**src/rtl/ocal_pkg.sv**
```systemverilog
package ocal_pkg;
  localparam int EXP_W   = 5;
  localparam int MANT_W  = 11;
  localparam int WORD_W  = EXP_W + MANT_W;
  localparam int STORE_W = 7;
  localparam int LOW_W   = STORE_W - 1;
  localparam int EXT_W   = MANT_W - LOW_W;   // sign bit plus its copies
  localparam int NUM_CH  = 2;
  localparam logic [EXP_W-1:0] EXP_CODE = 5'b11100;

  localparam logic [1:0] PAGE_CH1  = 2'b00;
  localparam logic [1:0] PAGE_CH2  = 2'b01;
  localparam logic [1:0] PAGE_BOTH = 2'b11;

  typedef struct packed {
    logic [NUM_CH-1:0] wrCh;
    logic              reject;
  } ocal_strobe_t;

  function automatic logic [STORE_W-1:0] packStore(input logic [WORD_W-1:0] d);
    return {d[MANT_W-1], d[LOW_W-1:0]};
  endfunction

  function automatic logic [WORD_W-1:0] buildWord(input logic [STORE_W-1:0] s);
    return {EXP_CODE, {EXT_W{s[STORE_W-1]}}, s[LOW_W-1:0]};
  endfunction
endpackage

```
**src/rtl/ocal_ctrl.sv**
```systemverilog
module ocal_ctrl
  import ocal_pkg::*;
(
  input  logic         clk,
  input  logic         rstN,
  input  logic         wrStb,
  input  logic [1:0]   pageSel,
  input  logic         ch2Slave,
  input  logic         clrFault,
  output ocal_strobe_t strobe,
  output logic         nack,
  output logic         alertReq
);
  logic hitCh1, hitCh2, faultFlag;

  always_comb begin
    hitCh1 = (pageSel == PAGE_CH1) || (pageSel == PAGE_BOTH);
    hitCh2 = (pageSel == PAGE_CH2) || (pageSel == PAGE_BOTH);
    strobe.wrCh[0] = wrStb && hitCh1;
    strobe.wrCh[1] = wrStb && hitCh2 && !ch2Slave;
    strobe.reject  = wrStb && hitCh2 && ch2Slave;
  end

  always_ff @(posedge clk or negedge rstN) begin
    if (!rstN) begin
      nack      <= 1'b0;
      faultFlag <= 1'b0;
    end else begin
      nack <= strobe.reject;
      if (strobe.reject)  faultFlag <= 1'b1;
      else if (clrFault)  faultFlag <= 1'b0;
    end
  end

  assign alertReq = faultFlag;
endmodule

```
**src/rtl/ocal_dpath.sv**
```systemverilog
module ocal_dpath
  import ocal_pkg::*;
(
  input  logic              clk,
  input  logic              rstN,
  input  ocal_strobe_t      strobe,
  input  logic [WORD_W-1:0] wrData,
  input  logic [1:0]        pageSel,
  input  logic              ch2Slave,
  output logic [WORD_W-1:0] wordCh1,
  output logic [WORD_W-1:0] wordCh2Eff,
  output logic [WORD_W-1:0] wordCh2Own,
  output logic [WORD_W-1:0] wordSel
);
  logic [STORE_W-1:0] stored [NUM_CH];
  logic [STORE_W-1:0] wrVal;

  assign wrVal = packStore(wrData);

  for (genvar ch = 0; ch < NUM_CH; ch++) begin : g_ch
    always_ff @(posedge clk or negedge rstN) begin
      if (!rstN)                stored[ch] <= '0;
      else if (strobe.wrCh[ch]) stored[ch] <= wrVal;
    end
  end

  always_comb begin
    wordCh1    = buildWord(stored[0]);
    wordCh2Own = buildWord(stored[1]);
    wordCh2Eff = ch2Slave ? wordCh1 : wordCh2Own;
    wordSel    = (pageSel == PAGE_CH2) ? wordCh2Eff : wordCh1;
  end
endmodule

```
**src/rtl/paged_offset_cal.sv**
```systemverilog
module paged_offset_cal
  import ocal_pkg::*;
(
  input  logic        clk,
  input  logic        rstN,
  input  logic        wrStb,
  input  logic [15:0] wrData,
  input  logic [1:0]  pageSel,
  input  logic        ch2Slave,
  input  logic        clrFault,
  output logic [15:0] rdDataCh1,
  output logic [15:0] rdDataCh2,
  output logic [15:0] rdData,
  output logic        nack,
  output logic        alertReq
);
  ocal_strobe_t      strobe;
  logic [WORD_W-1:0] ch2Own;

  ocal_ctrl u_ctrl (
    .clk(clk), .rstN(rstN), .wrStb(wrStb), .pageSel(pageSel),
    .ch2Slave(ch2Slave), .clrFault(clrFault), .strobe(strobe),
    .nack(nack), .alertReq(alertReq)
  );

  ocal_dpath u_dpath (
    .clk(clk), .rstN(rstN), .strobe(strobe), .wrData(wrData),
    .pageSel(pageSel), .ch2Slave(ch2Slave), .wordCh1(rdDataCh1),
    .wordCh2Eff(rdDataCh2), .wordCh2Own(ch2Own), .wordSel(rdData)
  );
endmodule

```
**config.mk**
```make
export PLATFORM = sky130hd
export DESIGN_NAME = paged_offset_cal
export DESIGN_NICKNAME = d
export VERILOG_FILES = /design/src/rtl/ocal_pkg.sv /design/src/rtl/ocal_ctrl.sv /design/src/rtl/ocal_dpath.sv /design/src/rtl/paged_offset_cal.sv
export SDC_FILE = /design/constraint.sdc
export NUM_CORES = 1
export LEC_CHECK = 0
export ABC_AREA = 1
export BUFFER_PORTS_ARGS = -buffer_cell sky130_fd_sc_hd__buf_2
export CAP_MARGIN = 20
export CORE_MARGIN = 5
export CORE_UTILIZATION = 41
export DETAILED_ROUTE_END_ITERATION = 12
export HOLD_SLACK_MARGIN = 0.12
export PLACE_DENSITY = 0.86
export SLEW_MARGIN = 20
export SYNTH_ARGS = -nofsm -noshare
export SYNTH_HDL_FRONTEND = slang
export SYNTH_SLANG_ARGS = --single-unit
export TNS_END_PERCENT = 10
```
**constraint.sdc**
```tcl
create_clock -name clk -period 1.5 [get_ports clk]
set_clock_uncertainty 0.1 [all_clocks]
set_input_delay 0.15 -clock clk [delete_from_list [all_inputs] [get_ports clk]]
set_output_delay 0.15 -clock clk [all_outputs]
set_load 0.05 [all_outputs]
```
==> results.sh, run 1 <==
export IMPL_via_per_inst=4.747
export IMPL_nFillCells=223
export IMPL_syn_area_sq_um=1099
export IMPL_initial_utilization_pct=43.55
export IMPL_final_area_sq_um=1445
export IMPL_cts_buffers_inserted=3
export IMPL_setup_viol=5
export IMPL_grt_first_pass_wirelength_um=4015
export IMPL_status="finished with violations"
export IMPL_cp_start_kind="flip-flop"
export IMPL_n_antenna_cell=0
export IMPL_min_period_over_period_pct=102.0
export IMPL_fin_hold_ws_ps=142.9
export IMPL_yosys_area_top_type_share_pct=36.45
export IMPL_finalCriticalPeriod_ps=1530
export IMPL_drtIter0Drc=38
export IMPL_max_vdd_ir_drop_v=0.0007416
export IMPL_dp_final_hpwl_um=1941
export IMPL_netlist_instances=141
export IMPL_postSynthAreaPerCell_sq_um=7.791
export IMPL_ant_nets=0
export IMPL_rr_worst_depth=4
export IMPL_totalWireLength_um=2553
export IMPL_die_area_sq_um=3814
export IMPL_grt_usage_pct=14.24
export IMPL_grt_pass1_vias=942
export IMPL_violations="setup timing"
export IMPL_io_buffers=48
export IMPL_coreArea_sq_um=2522
export IMPL_arrival_ps=1280
export IMPL_cts_buffer_depth=2
export IMPL_rows=18
export IMPL_drv_cap=0
export IMPL_r2r_start="u_dpath.wordCh1[6]"
export IMPL_crit_slowest_cell="dfrtp_2"
export IMPL_path_cells="nand2_4, a31oi_4, buf_6"
export IMPL_endpoint_kind="primary output"
export IMPL_synthToLayoutAreaGrowth_pct=31.55
export IMPL_vias=1030
export IMPL_fin_util_pct=57.29
export IMPL_layout_commonest_cell="nand2_1"
export IMPL_overflow=0
export IMPL_synth_seq_cells=16
export IMPL_r2r_end="u_dpath.wordCh1[6]"
export IMPL_cp_required_ps=1250
export IMPL_hold_class="in -> reg"
export IMPL_drc_errors=0
export IMPL_max_stage_delay_ps=430
export IMPL_timing_final_ws_setup_ps=-30.46
export IMPL_yosysUniqueCellTypes=18
export IMPL_critPathKind="reg -> out"
export IMPL_dpl_cell_area_sq_um=1251
export IMPL_seq_area_frac_synth_pct=36.45
export IMPL_post_drt_wl_per_cell_um=11.76
export IMPL_yosys_area_top_type="dfrtp_1"
export IMPL_power_density_nw_per_um2=1374
export IMPL_setup_worst_path_end="rdData[7]"
export IMPL_antenna_found_initial=0
export IMPL_drv_slew=0
export IMPL_path_clk_slew_ps=90
export IMPL_gp_congestion=0.8125
export IMPL_synth_warning_count=0
export IMPL_hold_violations=0
export IMPL_layout_drive_gt1_share_pct=37.43
export IMPL_pin_count=73
export IMPL_layout_common_cells="nand2_1 (48), buf_2 (37), conb_1 (15), dfrtp_1 (15), dlygate4sd3_1 (9)"
export IMPL_tritoncts="done"
export IMPL_synth_area_top_cells="dfrtp_1 (36%), buf_4 (20%), nand2_1 (17%)"
export IMPL_grt_max_degree=18
export IMPL_clkSinkCount=16
export IMPL_power_leakage_nw=0.8181
export IMPL_nets=213
export IMPL_grt_setup_unrepaired="true"
export IMPL_die_x_um=61.76
export IMPL_worstPathMaxFanout=5
export IMPL_power_mw=1.986
export IMPL_htreeDepth=1
export IMPL_tns_ps=-146.4
export IMPL_cts_root_buf="clkbuf_4"
export IMPL_crit_path_start="u_dpath.wordCh1[6]"
export IMPL_die_y_um=61.76
export IMPL_reg2reg_slack_ps=480
export IMPL_drt_pass1_iter_count=4
export IMPL_insertion_delay_ps=280
export IMPL_fmax_mhz=653.4
[synth_stat cells, drive strengths merged]
master and number:
ha 2, nand3 9, buf 33, nand4 7, conb 2, nor2 7, a31oi 7, inv 6
nand2 51, dfrtp 16, o21ai 1
[sequential cells by signal (all words and copies together), names as in the netlist]
name                flops
u_ctrl.nack             1
u_ctrl.alertReq         1
u_dpath.wordCh2Own      7
u_dpath.wordCh1         7
[per-stage QoR]
step,instances,worst slack (ps)
global route,217,-86.70
floorplan,154,-167.8
CTS,216,-18.83
finish,217,-30.46
global placement,201,81.09
detailed placement,201,55.45
[critical path: cells and delay by family, from the launching register on]
| family | cells | cell delay, ps |
|---|---|---|
| flops | 1 | 430 |
| compound gates | 1 | 290 |
| buf+inv | 1 | 200 |
| simple gates | 1 | 70 |
[report_power, final]
part / switching [mW] / internal [mW]
combinational: 0.901 / 0.293
clock: 0.129 / 0.103
sequential: 0.0567 / 0.504
total: 1.09 / 0.900
[layer usage]
layer  vias to the layer above  track usage [%]  wire (um)
met4                         0            6.970         54
met1                       457            15.66        936
met5                         -                0          0
met2                        57            25.26       1267
li1                        508                -          -
met3                         8            3.719        295
[worst min-delay path by stage]
stage | start | end | slack (ps) | cells past startpoint
after global placement | rstN | u_dpath.wordCh1[3] | -30 | 1
after floorplan | rstN | u_ctrl.alertReq | -250 | 0
after detailed placement | rstN | u_dpath.wordCh1[3] | -30 | 1
after CTS | wrStb | u_dpath.wordCh1[6] | 140 | 3
final | wrStb | u_dpath.wordCh1[6] | 140 | 3
after global routing | wrStb | u_dpath.wordCh1[6] | 160 | 3
[cell type report]
cell class | instances | area (sq um) | share of cell area [%]
Multi-Input combinational cell | 99 | 519.2 | 35.93
Timing Repair Buffer | 62 | 430.4 | 29.78
Sequential cell | 16 | 401.6 | 27.79
Tap cell | 30 | 37.54 | 2.597
Inverter | 6 | 30.03 | 2.078
Clock buffer | 4 | 26.28 | 1.818
[what timing repair did]
item,CTS,global route
pin swaps,1,2
buffers inserted,2,1
resized for setup,11,11
endpoints found under the setup margin,6,11
hold buffers,9,0
hold endpoints to repair,31,0
[kinds of logic after synthesis]
kind of cell | after synthesis | synth area share (%)
buffers and inverters | 39 | 26.42
and+or+nand+nor | 74 | 29.73
other | 2 | 0.6836
AOI/OAI and AO/OA | 8 | 4.441
adders and majority gates | 2 | 2.278
DFF | 16 | 36.45
Note: power is estimated with default switching activity, not from simulation.
==> run 2, diff against run 1 <==
--- a/config.mk
+++ b/config.mk
@@ -9,10 +9,10 @@
 export BUFFER_PORTS_ARGS = -buffer_cell sky130_fd_sc_hd__buf_2
 export CAP_MARGIN = 20
 export CORE_MARGIN = 5
-export CORE_UTILIZATION = 41
+export CORE_UTILIZATION = 45
 export DETAILED_ROUTE_END_ITERATION = 12
 export HOLD_SLACK_MARGIN = 0.12
-export PLACE_DENSITY = 0.86
+export PLACE_DENSITY = 0.92
 export SLEW_MARGIN = 20
 export SYNTH_ARGS = -nofsm -noshare
 export SYNTH_HDL_FRONTEND = slang
==> constraint.sdc (replaced) <==
create_clock -name clk -period 1.9 [get_ports clk]
set_clock_uncertainty 0.1 [all_clocks]
set_input_delay 0.19 -clock clk [delete_from_list [all_inputs] [get_ports clk]]
set_output_delay 0.19 -clock clk [all_outputs]
set_load 0.05 [all_outputs]
==> results.sh, run 2 (synthesis results as in run 1) <==
export IMPL_coreArea_sq_um=2410
export IMPL_endpoint_kind="primary output"
export IMPL_drtIter0Drc=27
export IMPL_power_mw=1.484
export IMPL_route_met3_wl_um=263
export IMPL_drt_pass1_iter_count=4
export IMPL_nFillCells=243
export IMPL_cp_start_kind="flip-flop"
export IMPL_cts_resized_gates=0
export IMPL_vias=1007
export IMPL_drv_slew=0
export IMPL_hold_class="in -> reg"
export IMPL_timing_final_ws_setup_ps=211.7
export IMPL_max_stage_delay_ps=460
export IMPL_grt_first_pass_wirelength_um=3836
export IMPL_arrival_ps=1400
export IMPL_via_per_inst=4.750
export IMPL_dp_final_hpwl_um=1864
export IMPL_pin_count=73
export IMPL_critPathKind="reg -> out"
export IMPL_hold_violations=0
export IMPL_post_drt_wl_per_cell_um=11.73
export IMPL_drc_errors=0
export IMPL_min_period_over_period_pct=88.86
export IMPL_insertion_delay_ps=300
export IMPL_initial_utilization_pct=45.59
export IMPL_ant_nets=0
export IMPL_synthToLayoutAreaGrowth_pct=18.91
export IMPL_layout_commonest_cell="nand2_1"
export IMPL_grt_pass1_vias=879
export IMPL_power_density_nw_per_um2=1136
export IMPL_grt_max_degree=18
export IMPL_setup_viol=0
export IMPL_tritoncts="done"
export IMPL_dp_slack_ps=251.5
export IMPL_die_x_um=59.41
export IMPL_grt_usage_pct=14.18
export IMPL_grt_setup_unrepaired="false"
export IMPL_routed_wl_met2_um=1209
export IMPL_finalCriticalPeriod_ps=1688
export IMPL_top_layer="met4"
export IMPL_nets=209
export IMPL_met1_length_um=967
export IMPL_io_buffers=48
export IMPL_cts_buffer_depth=2
export IMPL_path_cells="nand2_1, a31oi_4, buf_2"
export IMPL_layout_common_cells="nand2_1 (50), buf_2 (48), dfrtp_1 (16), conb_1 (15), dlygate4sd3_1 (9)"
export IMPL_fmax_mhz=592.3
export IMPL_cp_required_ps=1610
export IMPL_antenna_found_initial=0
export IMPL_cts_buffers_inserted=3
export IMPL_worstPathMaxFanout=8
export IMPL_rows=18
export IMPL_max_vdd_ir_drop_v=0.0006054
export IMPL_clkSinkCount=16
export IMPL_drv_cap=0
export IMPL_crit_slowest_cell="dfrtp_1"
export IMPL_layout_drive_gt1_share_pct=31.87
export IMPL_totalWireLength_um=2487
export IMPL_overflow=0
export IMPL_cts_root_buf="clkbuf_4"
export IMPL_power_leakage_nw=0.7718
export IMPL_die_area_sq_um=3530
export IMPL_n_antenna_cell=0
export IMPL_gp_congestion=0.7803
export IMPL_status="finished, final reports clean"
export IMPL_htreeDepth=1
export IMPL_path_clk_slew_ps=90
export IMPL_die_y_um=59.41
run 2: cell count changes in the layout (fill, tap and decap cells not counted), moves of 2 or more:
cell     delta
buf_2      +11
nand2_1     +2
buf_4       -7
a31oi_1     +5
a31oi_2     -5
buf_6       -6
run 2: path summary, 6_finish.rpt:
kind / slack [ps] / start / cells past startpoint / to
max: 210 / u_dpath.wordCh1[6] / 3 / rdData[6]
min: 180 / wrStb / 3 / u_dpath.wordCh1[5]
max reg2reg: 1100 / u_dpath.wordCh1[6] / 2 / u_dpath.wordCh1[6]
min reg2reg: 380 / u_dpath.wordCh2Own[1] / 2 / u_dpath.wordCh2Own[1]
max in group asynchronous: 1210 / rstN / 2 / u_dpath.wordCh2Own[4]
min in group asynchronous: 220 / rstN / 2 / u_dpath.wordCh2Own[6]
run 2: final cells by class:
type                       count  area [sq um]  area share [%]
multi-input combinational     99         478.0           36.59
clock buffer                   3         22.52           1.724
inverter                       6         30.03           2.299
timing repair buffer          58         337.8           25.86
sequential                    16         400.4           30.65
tap                           30         37.54           2.874
run 2: critical path, delay by kind of cell, from the launching register on:
| family | cells | cell delay [ps] |
|---|---|---|
| flip-flops | 1 | 460 |
| buffers and inverters | 1 | 290 |
| AO/OA/AOI/OAI | 1 | 210 |
| AND/OR/NAND/NOR | 1 | 140 |
run 2: per-stage QoR:
step,hold slack (ps),std cells,util [%],instance area (sq um),TNS [ps]
6_report,177.4,212,54.21,1306,0
5_1_grt,193.2,212,54.21,1306,0
4_1_cts,185.5,212,54.21,1306,0
3_5_place_dp,22.38,200,49.53,1194,0
3_3_place_gp,12.09,200,49.53,1194,0
2_1_floorplan,-205.6,154,-,1169,-583.6
run 2: layer usage:
layer	vias to the layer above	global-route usage (%)
met5	-	0
met4	0	8.091
met3	5	2.179
met2	46	24.18
met1	461	16.69
li1	495	-
run 2: timing repair:
item	4_1_cts	5_1_grt
hold endpoints to repair	31	0
buffers inserted	0	0
hold buffers	9	0
run 2: power by group:
part	total, mW	internal, mW	switching (mW)
registers	0.441	0.397	0.0442
clock network	0.189	0.0741	0.115
logic	0.854	0.168	0.686
